<file path="src/rtl/conv_read_seq_pkg.sv">
package conv_read_seq_pkg;

  typedef enum logic [1:0] {
    ST_IDLE,
    ST_LEAD,
    ST_SHIFT,
    ST_TRAIL
  } seq_state_t;

  // Control byte layout: start marker, channel, width select, reference, power
  localparam int CTRL_W    = 8;
  localparam int MODE8_BIT = 3;

  function automatic logic [CTRL_W-1:0] build_ctrl(
    input logic [2:0] chan,
    input logic       mode8,
    input logic       single,
    input logic [1:0] pwr
  );
    return {1'b1, chan, mode8, single, pwr};
  endfunction

endpackage

</file>
<file path="src/rtl/conv_seq_tick.sv">
module conv_seq_tick #(
  parameter int DIV_W = 8
) (
  input  logic             clk,
  input  logic             rst_n,
  input  logic             run,
  input  logic [DIV_W-1:0] half_div,
  output logic             tick
);

  logic [DIV_W-1:0] cnt;
  logic [DIV_W-1:0] lim_m1;

  assign lim_m1 = (half_div == '0) ? '0 : half_div - 1'b1;
  assign tick   = run && (cnt == lim_m1);

  always_ff @(posedge clk) begin
    if (!rst_n) begin
      cnt <= '0;
    end else if (!run || tick) begin
      cnt <= '0;
    end else begin
      cnt <= cnt + 1'b1;
    end
  end

endmodule

</file>
<file path="src/rtl/conv_seq_shift.sv">
module conv_seq_shift #(
  parameter int FRAME_W = 24
) (
  input  logic               clk,
  input  logic               rst_n,
  input  logic               load,
  input  logic [FRAME_W-1:0] load_word,
  input  logic               shift_out,
  input  logic               sample_in,
  input  logic               miso,
  output logic               mosi,
  output logic [FRAME_W-1:0] rx_word
);

  logic [FRAME_W-1:0] tx_q;

  assign mosi = tx_q[FRAME_W-1];

  always_ff @(posedge clk) begin
    if (!rst_n) begin
      tx_q    <= '0;
      rx_word <= '0;
    end else begin
      if (load) begin
        tx_q <= load_word;
      end else if (shift_out) begin
        tx_q <= {tx_q[FRAME_W-2:0], 1'b0};
      end
      if (sample_in) begin
        rx_word <= {rx_word[FRAME_W-2:0], miso};
      end
    end
  end

endmodule

</file>
<file path="src/rtl/conv_seq_assemble.sv">
module conv_seq_assemble #(
  parameter int FRAME_W = 24,
  parameter int RES_W   = 12
) (
  input  logic [FRAME_W-1:0] rx_word,
  input  logic               mode8,
  output logic [RES_W-1:0]   value
);

  // Byte two starts one byte below the top of the frame
  localparam int B2_HI = FRAME_W - 9;

  logic [RES_W-1:0] wide_val;
  logic [RES_W-1:0] narrow_val;

  assign wide_val   = rx_word[B2_HI -: RES_W];
  assign narrow_val = {{(RES_W-8){1'b0}}, rx_word[B2_HI -: 8]};
  assign value      = mode8 ? narrow_val : wide_val;

endmodule

</file>
<file path="src/rtl/conv_read_seq.sv">
module conv_read_seq
  import conv_read_seq_pkg::*;
#(
  parameter int DIV_W       = 8,
  parameter int FRAME_BYTES = 3,
  parameter int RES_W       = 12
) (
  input  logic             clk,
  input  logic             rst_n,
  input  logic [DIV_W-1:0] half_div,
  input  logic             cmd_valid,
  output logic             cmd_ready,
  input  logic [2:0]       cmd_chan,
  input  logic             cmd_mode8,
  input  logic             cmd_single,
  input  logic [1:0]       cmd_pwr,
  output logic             spi_sclk,
  output logic             spi_cs_n,
  output logic             spi_mosi,
  input  logic             spi_miso,
  output logic             done,
  output logic [RES_W-1:0] result,
  output logic [7:0]       rx_byte1
);

  localparam int FRAME_W = FRAME_BYTES * 8;
  localparam int EDGES   = 2 * FRAME_W;
  localparam int EDGE_W  = $clog2(EDGES + 1);

  seq_state_t        state;
  logic [EDGE_W-1:0] edge_cnt;
  logic              sclk_q;
  logic              cs_n_q;
  logic              mode8_q;
  logic              done_q;
  logic [RES_W-1:0]  result_q;
  logic [7:0]        byte1_q;

  logic               tick;
  logic               run;
  logic               load;
  logic               sample_in;
  logic               shift_out;
  logic [FRAME_W-1:0] load_word;
  logic [FRAME_W-1:0] rx_word;
  logic [RES_W-1:0]   asm_value;

  assign run       = (state != ST_IDLE);
  assign load      = (state == ST_IDLE) && cmd_valid;
  assign sample_in = (state == ST_SHIFT) && tick && !sclk_q;
  assign shift_out = (state == ST_SHIFT) && tick && sclk_q;
  assign load_word = {build_ctrl(cmd_chan, cmd_mode8, cmd_single, cmd_pwr),
                      {(FRAME_W-CTRL_W){1'b0}}};

  conv_seq_tick #(.DIV_W(DIV_W)) u_tick (
    .clk      (clk),
    .rst_n    (rst_n),
    .run      (run),
    .half_div (half_div),
    .tick     (tick)
  );

  conv_seq_shift #(.FRAME_W(FRAME_W)) u_shift (
    .clk       (clk),
    .rst_n     (rst_n),
    .load      (load),
    .load_word (load_word),
    .shift_out (shift_out),
    .sample_in (sample_in),
    .miso      (spi_miso),
    .mosi      (spi_mosi),
    .rx_word   (rx_word)
  );

  conv_seq_assemble #(.FRAME_W(FRAME_W), .RES_W(RES_W)) u_asm (
    .rx_word (rx_word),
    .mode8   (mode8_q),
    .value   (asm_value)
  );

  always_ff @(posedge clk) begin
    if (!rst_n) begin
      state    <= ST_IDLE;
      edge_cnt <= '0;
      sclk_q   <= 1'b0;
      cs_n_q   <= 1'b1;
      mode8_q  <= 1'b0;
      done_q   <= 1'b0;
      result_q <= '0;
      byte1_q  <= '0;
    end else begin
      done_q <= 1'b0;
      case (state)
        ST_IDLE: begin
          if (cmd_valid) begin
            cs_n_q   <= 1'b0;
            mode8_q  <= cmd_mode8;
            edge_cnt <= '0;
            state    <= ST_LEAD;
          end
        end
        ST_LEAD: begin
          if (tick) state <= ST_SHIFT;
        end
        ST_SHIFT: begin
          if (tick) begin
            sclk_q   <= ~sclk_q;
            edge_cnt <= edge_cnt + 1'b1;
            if (edge_cnt == EDGE_W'(EDGES - 1)) state <= ST_TRAIL;
          end
        end
        ST_TRAIL: begin
          if (tick) begin
            cs_n_q   <= 1'b1;
            done_q   <= 1'b1;
            result_q <= asm_value;
            byte1_q  <= rx_word[FRAME_W-1 -: 8];
            state    <= ST_IDLE;
          end
        end
        default: state <= ST_IDLE;
      endcase
    end
  end

  assign cmd_ready = (state == ST_IDLE);
  assign spi_sclk  = sclk_q;
  assign spi_cs_n  = cs_n_q;
  assign done      = done_q;
  assign result    = result_q;
  assign rx_byte1  = byte1_q;

endmodule

</file>
<file path="config.mk">
export PLATFORM = sky130hd
export DESIGN_NAME = conv_read_seq
export DESIGN_NICKNAME = d
export VERILOG_FILES = /design/src/rtl/conv_read_seq_pkg.sv /design/src/rtl/conv_seq_tick.sv /design/src/rtl/conv_seq_shift.sv /design/src/rtl/conv_seq_assemble.sv /design/src/rtl/conv_read_seq.sv
export SDC_FILE = /design/constraint.sdc
export NUM_CORES = 1
export LEC_CHECK = 0
export ABC_CLOCK_PERIOD_IN_PS = 2710
export BUFFER_PORTS_ARGS = -buffer_cell sky130_fd_sc_hd__buf_2
export CORE_MARGIN = 3
export CORE_UTILIZATION = 52
export DETAILED_ROUTE_END_ITERATION = 16
export PLACE_DENSITY_LB_ADDON = 0.12
export SLEW_MARGIN = 20
export SYNTH_ARGS = -nofsm -noshare
export SYNTH_HDL_FRONTEND = slang
export SYNTH_SLANG_ARGS = --single-unit
</file>
<file path="constraint.sdc">
create_clock -name clk -period 2.71 [get_ports clk]
set_input_delay 0.1355 -clock clk [delete_from_list [all_inputs] [get_ports clk]]
set_output_delay 0.1355 -clock clk [all_outputs]
set_load 0.02 [all_outputs]
</file>
==> results of run 1 <==
cells by family after synthesis:
group	Yosys count	synth area share
AOI/OAI and AO/OA	61	0.126
xor gates and xnor gates	9	0.0233
adders and majority gates	7	0.0259
buffers and inverters	32	0.0425
DFF	72	0.426
muxes	56	0.169
and+or+nand+nor	123	0.188
cells in the final DEF (no fill, tap or decap), types with 5 or more instances in the layout:
cell type  instances
dfxtp_1           72
inv_1             12
nand3_1           13
mux2i_1           48
ha_1               7
nor2_1            56
a21oi_1           23
xor2_1             5
mux2_2             8
buf_4             16
clkbuf_8           9
o21ai_0           13
buf_2             43
nand2_1           19
where the power goes:
group / internal [mW] / total (mW) / switching (mW)
Clock: 0.426 / 0.814 / 0.388
Combinational: 0.194 / 0.455 / 0.260
Sequential: 1.12 / 1.18 / 0.0574
synthesized netlist by cell type (all sizes together), types with 2 or more instances:
cell / n
xor2: 5
a21oi: 23
a31oi: 2
dfxtp: 72
o2111ai: 3
clkbuf: 11
nand3: 14
mux2i: 48
or2: 3
or3b: 4
a311oi: 2
a211oi: 3
nand2: 19
nor2b: 2
a221o: 2
mux2: 8
nor4: 2
o211a: 2
o21ai: 13
nand4b: 2
or4: 5
inv: 12
o31ai: 3
buf: 8
or3: 4
xnor2: 4
nor2: 56
nand3b: 4
ha: 7
sequential cells by signal, summed over array words and instances, names as in the netlist:
| register | cells |
|---|---|
| u_shift.rx_word | 24 |
| result | 12 |
| rx_byte1 | 8 |
| u_shift.tx_q | 8 |
| u_tick.cnt | 8 |
| edge_cnt | 6 |
| state | 2 |
| done | 1 |
| mode8_q | 1 |
| spi_cs_n | 1 |
| spi_sclk | 1 |
worst paths after layout:
path,end,depth (start not counted),startpoint
setup / recovery,edge_cnt[2]$_SDFFE_PN0P_,12,half_div[1]
setup reg to reg,edge_cnt[2]$_SDFFE_PN0P_,8,u_tick.cnt[0]$_SDFF_PP0_
hold / removal,u_shift.rx_word[0]$_SDFFE_PN0P_,3,spi_miso
hold reg to reg,result[10]$_SDFFE_PN0P_,2,result[10]$_SDFFE_PN0P_
layout make-up:
class	instances	area share
Clock buffer	11	0.0331
Clock inverter	5	0.0142
Inverter	13	0.0123
Timing Repair Buffer	62	0.0997
Multi-Input combinational cell	256	0.453
Tap cell	75	0.0237
Sequential cell	72	0.364
per-layer routing:
| metal | vias up | track usage |
|---|---|---|
| li1 | 1394 | - |
| met1 | 1245 | 0.247 |
| met2 | 54 | 0.307 |
| met3 | 6 | 0.0437 |
| met4 | 0 | 0.0793 |
| met5 | - | 0 |
tightest hold or removal path: stages:
cell,delay [ns]
buf_2,0.07
mux2i_1,0.05
nor2_1,0.07
through the flow:
step | total power [mW] | instances
final | 2.45 | 494
after global routing | 2.59 | 494
after CTS | 2.48 | 494
after detailed placement | 1.66 | 478
after global placement | 1.65 | 478
after floorplan | 1.52 | 360
==> impl_metrics.env, run 1 <==
export IMPL_synthesis_nets=386
export IMPL_critical_path_slowest_cell="nor3b_1"
export IMPL_yosys_top_cells_area="dfxtp_1 (43%), mux2i_1 (14%), nor2_1 (6.2%)"
export IMPL_post_route_util=0.650
export IMPL_hold_viol_final=0
export IMPL_yosysUniqueCellTypes=55
export IMPL_syn_cell_area_um2=3380
export IMPL_setup_slack_ns=0.292
export IMPL_area_delta_synth_final_pct=17.2
export IMPL_p_per_area_nw_per_um2=617
export IMPL_wl_um=6670
export IMPL_drt_iter0_drc=149
export IMPL_path_delay_family="simple AND/OR/NAND/NOR gates"
export IMPL_synth_seq_area_share=0.426
export IMPL_wl_per_cell_um=13.5
export IMPL_required_ns=2.98
export IMPL_drc_errors=0
export IMPL_layout_nets=440
export IMPL_cts_buffers=9
export IMPL_critPathLaunchType="input pin"
export IMPL_place_hpwl_um=4780
export IMPL_max_vdd_ir_drop_mv=0.442
export IMPL_clockBufferDepth=2
export IMPL_fp_row_count=28
export IMPL_rsz0062_at_grt="no"
export IMPL_slew_headroom=0.558
export IMPL_cts_tree="done"
export IMPL_vias_per_cell=5.46
export IMPL_n_antenna_cell=0
export IMPL_cts_sinks=72
export IMPL_grt_max_degree=47
export IMPL_worst_slew_pin_slew_ns=0.656
export IMPL_post_dp_cell_area_um2=3780
export IMPL_cts_setup_buffers=0
export IMPL_rrSetupSlack_ns=0.40
export IMPL_fp_dieW_um=86.7
export IMPL_fin_setup_tns_ns=0
export IMPL_grt_pass1_wl_um=11400
export IMPL_routed_wl_met3_um=282
export IMPL_fillers=546
export IMPL_clock_fmax_mhz=413
export IMPL_final_max_slew_viol_count=0
export IMPL_initial_utilization=0.555
export IMPL_cap_violations=0
export IMPL_yosys_area_top_type="dfxtp_1"
export IMPL_cpPeakStageDelay_ns=0.40
export IMPL_die_y_um=86.7
export IMPL_synth_edf_count=0
export IMPL_io_buffers=43
export IMPL_syn_avg_cell_area_um2=9.40
export IMPL_clock_latency_ns=0.34
export IMPL_arrival_ns=2.68
export IMPL_antenna_found_initial=0
export IMPL_syn_inst=360
export IMPL_ys_warn_count=0
export IMPL_worst_path_buf_inv=4
export IMPL_ys_flop_type="dfxtp_1"
export IMPL_gp_congestion=0.897
export IMPL_h_tree_depth=3
export IMPL_cts_root_buf="clkbuf_8"
export IMPL_path_class="input pin to register"
export IMPL_yosys_area_top_type_share=0.426
export IMPL_num_vias=2699
export IMPL_ys_ff_latch=72
export IMPL_seq_area_um2=1440
export IMPL_ios=44
export IMPL_hold_path_class="input pin to register"
export IMPL_worstPathMaxFanout=8
export IMPL_status="finished clean"
export IMPL_crit_top_cell="buf_4"
export IMPL_fin_skew_ns=0.00791
export IMPL_final_area_um2=3970
export IMPL_grt_pass1_vias=2558
export IMPL_gr_total_overflow=0
export IMPL_crit_chain="buf_2, inv_1, ha_1, nor3b_1, buf_4, a22oi_1, o32a_1, a211oi_4, nand3_2, buf_4, or3_1, a21oi_1"
export IMPL_core_um2=6100
export IMPL_holdWs_ns=0.0278
export IMPL_fin_crit_sh=0.892
export IMPL_drive_gt1_frac=0.232
export IMPL_end_kind="register"
export IMPL_async_flop_share=0
export IMPL_multi_input_area_um2=1800
export IMPL_wl_met1_um=3140
export IMPL_setup_viol=0
export IMPL_cts_hold_buf=0
export IMPL_path_clk_slew_ns=0.07
export IMPL_layout_min_cycle_time_ns=2.42
export IMPL_routed_top_layer="met4"
export IMPL_ant_nets=0
export IMPL_post_cts_resized=0
export IMPL_grt_usage=0.191
export IMPL_dr_pass1_iters=4
export IMPL_post_place_ws_ns=-0.0504
export IMPL_dr_wl_met2_um=3190
export IMPL_p_leak_nw=1.93
export IMPL_dieArea_um2=7510
Note: power is estimated with default switching activity, not from simulation.
==> inputs of run 2 (changes only) <==
--- a/config.mk
+++ b/config.mk
@@ -5,10 +5,11 @@
 export SDC_FILE = /design/constraint.sdc
 export NUM_CORES = 1
 export LEC_CHECK = 0
-export ABC_CLOCK_PERIOD_IN_PS = 2710
+export ABC_AREA = 1
+export ABC_CLOCK_PERIOD_IN_PS = 2950
 export BUFFER_PORTS_ARGS = -buffer_cell sky130_fd_sc_hd__buf_2
 export CORE_MARGIN = 3
-export CORE_UTILIZATION = 52
+export CORE_UTILIZATION = 60
 export DETAILED_ROUTE_END_ITERATION = 16
 export PLACE_DENSITY_LB_ADDON = 0.12
 export SLEW_MARGIN = 20
==> constraint.sdc (replaced) <==
create_clock -name clk -period 2.95 [get_ports clk]
set_input_delay 0.1475 -clock clk [delete_from_list [all_inputs] [get_ports clk]]
set_output_delay 0.1475 -clock clk [all_outputs]
set_load 0.02 [all_outputs]
==> impl_metrics.env, run 2 <==
export IMPL_finalPower_mw=2.47
export IMPL_worstPathMaxFanout=21
export IMPL_arrival_ns=2.25
export IMPL_setup_slack_ns=0.911
export IMPL_drc_errors=0
export IMPL_ios=44
export IMPL_cts_root_buf="clkbuf_8"
export IMPL_dp_cells=575
export IMPL_required_ns=3.16
export IMPL_cts_buffers=9
export IMPL_cts_setup_buffers=0
export IMPL_critPathLaunchType="input pin"
export IMPL_synth_edf_count=0
export IMPL_status="finished clean"
export IMPL_fin_setup_tns_ns=0
export IMPL_clock_fmax_mhz=491
export IMPL_gr_total_overflow=0
export IMPL_top_register="u_shift.rx_word"
export IMPL_core_um2=5300
export IMPL_cts_hold_buf=0
export IMPL_io_buffers=43
export IMPL_yosys_area_top_type_share=0.423
export IMPL_max_vdd_ir_drop_mv=0.535
export IMPL_setup_viol=0
export IMPL_path_class="input pin to register"
export IMPL_post_cts_resized=0
export IMPL_slew_headroom=0.350
export IMPL_fillers=449
export IMPL_final_cells=591
export IMPL_n_antenna_cell=0
export IMPL_hold_path_class="input pin to register"
export IMPL_ys_flop_type="dfxtp_1"
export IMPL_final_cell_mix="nand2_1 (139), dfxtp_1 (72), inv_1 (50), nand3_1 (48), buf_2 (43)"
export IMPL_dieArea_um2=6610
export IMPL_gp_congestion=0.822
export IMPL_final_max_slew_viol_count=0
export IMPL_ys_warn_count=0
export IMPL_hold_viol_final=0
export IMPL_clock_latency_ns=0.35
export IMPL_rsz0062_at_grt="no"
export IMPL_grt_max_degree=32
export IMPL_clockBufferDepth=2
export IMPL_synthesis_nets=504
export IMPL_fp_row_count=26
export IMPL_synth_commonest_cells="nand2_1 (139), dfxtp_1 (72), inv_1 (50)"
export IMPL_ant_nets=0
export IMPL_fin_crit_sh=0.691
export IMPL_place_hpwl_um=4800
export IMPL_ys_ff_latch=72
export IMPL_h_tree_depth=3
export IMPL_fp_dieW_um=81.3
export IMPL_drive_gt1_frac=0.155
export IMPL_path_clk_slew_ns=0.07
export IMPL_area_delta_synth_final_pct=12.5
export IMPL_largest_reg_flops=24
export IMPL_yosysMostFrequentCell="nand2_1"
export IMPL_grt_pass1_vias=2753
export IMPL_cts_sinks=72
export IMPL_cap_violations=0
export IMPL_syn_inst=478
export IMPL_vias_per_cell=5.20
export IMPL_layout_nets=542
export IMPL_async_flop_share=0
export IMPL_grt_pass1_wl_um=11800
export IMPL_post_place_ws_ns=0.566
export IMPL_synth_seq_area_share=0.423
export IMPL_wl_um=6860
export IMPL_yosysUniqueCellTypes=30
export IMPL_seq_area_um2=1440
export IMPL_layout_commonest_cell="nand2_1"
export IMPL_yosys_top_cells_area="dfxtp_1 (42%), nand2_1 (15%), nand3_1 (7.1%)"
export IMPL_syn_avg_cell_area_um2=7.12
export IMPL_p_per_area_nw_per_um2=645
export IMPL_die_y_um=81.3
export IMPL_fin_skew_ns=0.0131
export IMPL_syn_cell_area_um2=3400
export IMPL_wl_per_cell_um=11.6
export IMPL_p_leak_nw=1.68
export IMPL_cts_tree="done"
export IMPL_initial_utilization=0.642
export IMPL_antenna_found_initial=0
export IMPL_yosys_area_top_type="dfxtp_1"
export IMPL_worst_slew_pin_slew_ns=0.973
export IMPL_num_vias=3075
export IMPL_grt_usage=0.226
export IMPL_dr_pass1_iters=5
export IMPL_multi_input_area_um2=1660
export IMPL_end_kind="register"
export IMPL_layout_min_cycle_time_ns=2.04
export IMPL_drt_iter0_drc=175
==> run 2: changes by cell type after synthesis, sizes merged, moves of 5 or more <==
cell / previous run / this run
nand4: 1 / 6
o21ai: 13 / 32
inv: 12 / 51
mux2: 8 / 0
nand2: 19 / 143
or4: 5 / 0
nor2: 56 / 45
a21oi: 23 / 36
nand3: 14 / 49
mux2i: 48 / 3
==> run 2: kinds of logic (layout without fill, tap and decap cells) <==
logic type      count (synthesis)  count (layout)  share of synthesized area
simple gates                  253             253                      0.334
flops                          72              72                      0.423
compound gates                 68              68                      0.101
buf+inv                        68             111                     0.0889
fa+ha+maj                       7               7                     0.0257
xor+xnor                        7               7                     0.0180
mux                             3               3                    0.00882
==> run 2: final timing paths <==
path,cells after the start,slack [ns],start,endpoint
min,3,0.05,cmd_pwr[0],u_shift.tx_q[16]$_SDFFE_PN0P_
max reg2reg,9,1.02,state[0]$_SDFFE_PN0P_,u_shift.tx_q[17]$_SDFFE_PN0P_
min reg2reg,2,0.45,result[10]$_SDFFE_PN0P_,result[10]$_SDFFE_PN0P_
max,18,0.91,half_div[0],result[1]$_SDFFE_PN0P_
==> run 2: area by class of cell <==
type                    count  area share
multi-input cells         338       0.434
repair buffers             44      0.0582
inverters                  51      0.0500
clock buffers               9      0.0323
flip-flops and latches     72       0.376
clock inverters             7      0.0268
well taps                  70      0.0229
==> run 2: report_power, final <==
part	total (mW)	switching (mW)	internal [mW]
clock network	0.878	0.392	0.486
registers	1.08	0.0481	1.03
logic	0.509	0.339	0.170
total	2.47	0.779	1.69
==> run 2: worst max-delay path, stage by stage <==
cell     delay [ns]
buf_2          0.10
inv_1          0.12
ha_1           0.27
nand2_1        0.09
nor2_2         0.16
nand2_4        0.11
nand2_1        0.08
nand2_1        0.05
nand2_1        0.08
nand2_1        0.05
nor2_1         0.08
nand3_1        0.10
nor2_2         0.16
nand2_1        0.07
nand2_1        0.05
inv_1          0.27
nand2_1        0.16
o21ai_0        0.11
==> run 2: metrics by stage <==
stage                     utilization  hold WS (ns)  instance area (um^2)
final                           0.722        0.0476                  3830
after global placement          0.680         0.403                  3600
after detailed placement        0.680         0.403                  3600
after global routing            0.722        0.0732                  3830
after CTS                       0.722        0.0364                  3830
after floorplan                     -         0.286                  3400
==> run 2: metal layers <==
layer | part of all wire | GRT usage | up-vias
li1 | - | - | 1611
met1 | 0.47 | 0.279 | 1379
met2 | 0.47 | 0.379 | 71
met3 | 0.045 | 0.0477 | 14
met4 | 0.021 | 0.0963 | 0
met5 | 0 | 0 | -
